--- config.mk ---
export PLATFORM = sky130hd
export DESIGN_NAME = ecc_page_gen
export DESIGN_NICKNAME = d
export VERILOG_FILES = /design/src/rtl/ecc_gen_pkg.sv /design/src/rtl/ecc_byte_ctr.sv /design/src/rtl/ecc_seg_acc.sv /design/src/rtl/ecc_page_gen.sv
export SDC_FILE = /design/constraint.sdc
export NUM_CORES = 1
export LEC_CHECK = 0
export BUFFER_PORTS_ARGS = -buffer_cell sky130_fd_sc_hd__buf_2
export CAP_MARGIN = 25
export CORE_MARGIN = 4
export CORE_UTILIZATION = 54
export CTS_BUF_LIST = sky130_fd_sc_hd__clkbuf_4 sky130_fd_sc_hd__clkbuf_8
export CTS_CLUSTER_SIZE = 40
export DETAILED_ROUTE_END_ITERATION = 6
export PLACE_DENSITY = 0.82
export RECOVER_POWER = 25
export SLEW_MARGIN = 20
export SYNTH_ARGS = -nofsm -noshare
export SYNTH_HDL_FRONTEND = slang
export SYNTH_SLANG_ARGS = --single-unit
--- constraint.sdc ---
create_clock -name clk_i -period 2.12 [get_ports clk_i]
set_input_delay 0.424 -clock clk_i [delete_from_list [all_inputs] [get_ports clk_i]]
set_output_delay 0.424 -clock clk_i [all_outputs]
set_load 0.02 [all_outputs]
--- src/rtl/ecc_gen_pkg.sv ---
`timescale 1ns/1ps
package ecc_gen_pkg;
  localparam int unsigned BIT_ADDR_W = 3;

  // parity of bits whose in-byte position has address bit j set
  function automatic logic [BIT_ADDR_W-1:0] col_set(input logic [7:0] b);
    return {^(b & 8'hF0), ^(b & 8'hCC), ^(b & 8'hAA)};
  endfunction

  function automatic logic [BIT_ADDR_W-1:0] col_clr(input logic [7:0] b);
    return {^(b & 8'h0F), ^(b & 8'h33), ^(b & 8'h55)};
  endfunction
endpackage

--- src/rtl/ecc_byte_ctr.sv ---
`timescale 1ns/1ps
module ecc_byte_ctr #(
  parameter int unsigned IDX_W = 8
) (
  input  logic             clk_i,
  input  logic             rst_ni,
  input  logic             clear_i,
  input  logic             valid_i,
  input  logic             page_512_i,
  output logic             accept_o,
  output logic             seg_o,
  output logic [IDX_W-1:0] idx_o,
  output logic             seg_last_o
);
  logic [IDX_W:0] cnt_q;
  logic           full_q;
  logic           page_end;

  assign accept_o   = valid_i & ~full_q & ~clear_i;
  assign seg_o      = cnt_q[IDX_W] & page_512_i;
  assign idx_o      = cnt_q[IDX_W-1:0];
  assign seg_last_o = &cnt_q[IDX_W-1:0];
  assign page_end   = accept_o & seg_last_o & (seg_o == page_512_i);

  always_ff @(posedge clk_i or negedge rst_ni) begin
    if (!rst_ni) begin
      cnt_q  <= '0;
      full_q <= 1'b0;
    end else if (clear_i) begin
      cnt_q  <= '0;
      full_q <= 1'b0;
    end else if (accept_o) begin
      cnt_q <= cnt_q + 1'b1;
      if (page_end) full_q <= 1'b1;
    end
  end
endmodule

--- src/rtl/ecc_seg_acc.sv ---
`timescale 1ns/1ps
module ecc_seg_acc
  import ecc_gen_pkg::*;
#(
  parameter int unsigned IDX_W  = 8,
  localparam int unsigned WORD_W = IDX_W + BIT_ADDR_W
) (
  input  logic              clk_i,
  input  logic              rst_ni,
  input  logic              clear_i,
  input  logic              en_i,
  input  logic [IDX_W-1:0]  idx_i,
  input  logic [7:0]        byte_i,
  output logic [WORD_W-1:0] set_o,
  output logic [WORD_W-1:0] clr_o
);
  logic [WORD_W-1:0] set_q, clr_q, set_d, clr_d;
  logic              row;

  assign row = ^byte_i;

  always_comb begin
    set_d = set_q;
    clr_d = clr_q;
    set_d[BIT_ADDR_W-1:0] = set_q[BIT_ADDR_W-1:0] ^ col_set(byte_i);
    clr_d[BIT_ADDR_W-1:0] = clr_q[BIT_ADDR_W-1:0] ^ col_clr(byte_i);
    for (int k = 0; k < IDX_W; k++) begin
      set_d[BIT_ADDR_W+k] = set_q[BIT_ADDR_W+k] ^ (row & idx_i[k]);
      clr_d[BIT_ADDR_W+k] = clr_q[BIT_ADDR_W+k] ^ (row & ~idx_i[k]);
    end
  end

  always_ff @(posedge clk_i or negedge rst_ni) begin
    if (!rst_ni) begin
      set_q <= '0;
      clr_q <= '0;
    end else if (clear_i) begin
      set_q <= '0;
      clr_q <= '0;
    end else if (en_i) begin
      set_q <= set_d;
      clr_q <= clr_d;
    end
  end

  assign set_o = set_q;
  assign clr_o = clr_q;
endmodule

--- src/rtl/ecc_page_gen.sv ---
`timescale 1ns/1ps
module ecc_page_gen #(
  parameter int unsigned SEG_BYTES = 256,
  localparam int unsigned IDX_W    = $clog2(SEG_BYTES),
  localparam int unsigned WORD_W   = IDX_W + ecc_gen_pkg::BIT_ADDR_W,
  localparam int unsigned CODE_W   = ((2 * WORD_W + 7) / 8) * 8
) (
  input  logic              clk_i,
  input  logic              rst_ni,
  input  logic              clear_i,
  input  logic              page_512_i,
  input  logic              valid_i,
  input  logic [7:0]        byte_i,
  output logic [WORD_W-1:0] par0_o,
  output logic [WORD_W-1:0] par1_o,
  output logic [WORD_W-1:0] par2_o,
  output logic [WORD_W-1:0] par3_o,
  output logic [CODE_W-1:0] code_o,
  output logic              done_o,
  output logic              done_seg_o
);
  localparam int unsigned NUM_SEG = 2;

  logic             accept, seg, seg_last;
  logic [IDX_W-1:0] idx;
  logic [WORD_W-1:0] w_set [NUM_SEG];
  logic [WORD_W-1:0] w_clr [NUM_SEG];
  logic done_q, done_seg_q;

  ecc_byte_ctr #(.IDX_W(IDX_W)) i_ctr (
    .clk_i, .rst_ni, .clear_i, .valid_i, .page_512_i,
    .accept_o(accept), .seg_o(seg), .idx_o(idx), .seg_last_o(seg_last)
  );

  for (genvar s = 0; s < NUM_SEG; s++) begin : g_seg
    ecc_seg_acc #(.IDX_W(IDX_W)) i_acc (
      .clk_i, .rst_ni, .clear_i,
      .en_i  (accept & (seg == 1'(s))),
      .idx_i (idx),
      .byte_i,
      .set_o (w_set[s]),
      .clr_o (w_clr[s])
    );
  end

  always_ff @(posedge clk_i or negedge rst_ni) begin
    if (!rst_ni) begin
      done_q     <= 1'b0;
      done_seg_q <= 1'b0;
    end else begin
      done_q <= accept & seg_last;
      if (clear_i) done_seg_q <= 1'b0;
      else if (accept & seg_last) done_seg_q <= seg;
    end
  end

  assign par0_o     = w_set[0];
  assign par1_o     = w_clr[0];
  assign par2_o     = w_set[1];
  assign par3_o     = w_clr[1];
  assign done_o     = done_q;
  assign done_seg_o = done_seg_q;
  assign code_o     = CODE_W'({w_clr[done_seg_q], w_set[done_seg_q]});
endmodule

==> metrics.yaml <==
status: "finished, final reports clean"
vias_per_cell: 5.89
numPortBuffers: 80
hold_path.class: "primary input to flop"
ys_ff_latch: 56
postSynthAreaPerCell_um2: 9.81
cts_setup_buffers: 0
cellLeakagePower_nw: 1.67
cp_data_required_time_ns: 1.70
die_h_um: 82.7
place_inst: 443
ctsHtreeMaxLevel: 2
final_common_cell: "buf_2"
yosys-top-cells-area: "dfrtp_1, mux2_2, a21oi_1"
overflow: 0
vdd_drop_max_v: 0.000463
hold_violations: 0
synthCells: 307
vias: 2652
worstMarginPinSlew_ns: 1.35
yosysUniqueCellTypes: 26
syn_to_final_growth_pct: 18.7
path_class: "flop to primary output"
cts.hold.buffers_added: 0
coreArea_um2: 5270
synth_area_um2: 3010
wl_per_cell_um: 15.8
grt_pass1_wl_mm: 11.4
drt_wl_total_mm: 7.10
worstPathMaxFanout: 24
met2_length_mm: 3.45
first_global_vias: 2409
die_area_um2: 6840
antenna_found_initial: 0
fmax_ghz: 0.516
grt_start_max_net_pins: 65
tns_ns: 0
clockBufferDepth: 2
pre_cts_slack_ns: 0.0405
cp_top_family: "buffers and inverters"
met3_length_um: 380
wl_met1_mm: 3.20
path_buf_inv: 2
pin_count: 83
cp.arrival_ns: 1.51
yosys.area.top_type: "dfrtp_1"
power_density_nw_per_um2: 713
ant_nets: 0
max_slew_margin: 0.0969
final_cell_mix: "buf_2, dfrtp_1, a21oi_1"
drc: 0
nets: 394
initial_utilization: 0.571
insertedDiodeCount: 0
setup_ws_ns: 0.184
yosysWarnings: 0
numCtsBuffers: 5
die_w_um: 82.7
synth-seq-area-share: 0.465
cpPeakStageDelay_ns: 0.38
drt_iter0_drc: 258
start_kind: "flop"
post-route-period-util: 0.913
cts_sinks: 56
cts_tree: "built"
cts.repair.resized: 0
final_max_slew_viol_count: 0
period_minus_slack_ns: 1.94
drtPass1Iterations: 4
synth_flop_cell: "dfrtp_1"
rsz0062_at_grt: "no"
netlist.area_leader.share: 0.465
path_clk_slew_ns: 0.09
routabilityCongestion: 0.790
fin_skew_ns: 0.00899
cp-end-kind: "primary output"
finalSetupViolations: 0
path_cells: "buf_4 -> mux2_2 -> buf_2"
fin_cells: 450
dp_hpwl_mm: 4.78
num_rows: 26
synthArstFlopShare: 1.00
critPathSlowestCell: "mux2_2"
worstSkewPairLatency_ns: 0.30
cts-root-buf: "clkbuf_8"
synth_edf_count: 0
highest_layer: "met4"
drive_gt1_frac: 0.318
grt.total_usage: 0.215
max_cap_viol_count: 0
-- per-layer routing --
metal	vias up	global-route usage
met2	83	0.356
met1	1294	0.295
met5	-	0
met3	5	0.0325
met4	0	0.0588
li1	1270	-
-- per-stage QoR --
| step | util | instance area [µm²] | power (W) | hold WS (ns) |
|---|---|---|---|---|
| 6_report | 0.678 | 3570 | 0.00255 | 0.404 |
| 4_1_cts | 0.679 | 3580 | 0.00255 | 0.277 |
| 5_1_grt | 0.678 | 3570 | 0.00268 | 0.421 |
| 2_1_floorplan | - | 3020 | 0.00174 | 0.128 |
| 3_3_place_gp | 0.663 | 3490 | 0.00198 | 0.477 |
| 3_5_place_dp | 0.663 | 3490 | 0.00200 | 0.495 |
-- kinds of logic (layout without fill, tap and decap cells) --
| logic type | Yosys count | after routing | synth area share |
|---|---|---|---|
| other | 1 | 2 | 0.00125 |
| DFF | 56 | 56 | 0.465 |
| muxes | 23 | 23 | 0.0856 |
| adders and majority gates | 1 | 1 | 0.00415 |
| AOI/OAI and AO/OA | 91 | 91 | 0.171 |
| buffers and inverters | 33 | 105 | 0.0457 |
| and+or+nand+nor | 79 | 79 | 0.160 |
| xor gates and xnor gates | 23 | 23 | 0.0669 |
-- registers in the layout, indices dropped and copies added, names as in the netlist --
signal             count
g_seg.i_acc.clr_o     22
g_seg.i_acc.set_o     22
i_ctr.full_q           1
done_o                 1
i_ctr.cnt_q            9
done_seg_o             1
-- where the power goes --
part           switching, W  internal (W)
clock network      0.000325      0.000239
registers         0.0000723       0.00113
logic              0.000487      0.000293
total              0.000885       0.00166
-- final timing paths --
path | from | to | slack (ns) | depth (start not counted)
max | done_seg_o$_DFFE_PN0P_ | code_o[12] | 0.18 | 3
min | page_512_i | done_seg_o$_DFFE_PN0P_ | 0.40 | 3
max reg2reg | i_ctr.full_q$_DFFE_PN0P_ | g_seg[0].i_acc.set_o[3]$_DFFE_PN0P_ | 0.39 | 7
min reg2reg | i_ctr.full_q$_DFFE_PN0P_ | i_ctr.full_q$_DFFE_PN0P_ | 0.52 | 2
max in group asynchronous | rst_ni | g_seg[0].i_acc.clr_o[8]$_DFFE_PN0P_ | 0.80 | 2
min in group asynchronous | rst_ni | g_seg[0].i_acc.set_o[6]$_DFFE_PN0P_ | 0.50 | 2
-- worst register-to-register path, stage by stage (launching register included) --
cell and delay, ns:
dfrtp_1 0.39, nor2b_1 0.16, buf_4 0.17, a21oi_2 0.05, buf_4 0.22, nand2b_1 0.19, or3_1 0.32, a21oi_1 0.16
-- cells in the mapped netlist, drive strengths merged, types with 2 or more instances --
library cell and number:
dfrtp 56, a21oi 47, o31ai 24, or4 24, xnor2 23, mux2 22, o21ai 20, or3 20
clkbuf 17, nor2 11, nand2b 9, buf 8, inv 8, nand2 5, nand3 4, and3 2
-- cell type report --
type / instances / area (µm²)
Clock buffer: 6 / 76.3
Clock inverter: 1 / 5.00
Multi-Input combinational cell: 219 / 1490
Fill cell: 430 / 1700
Timing Repair Buffer: 90 / 485
Inverter: 8 / 30.0
Sequential cell: 56 / 1400
Tap cell: 70 / 87.6
No activity file was read; power rests on OpenSTA's default activity.
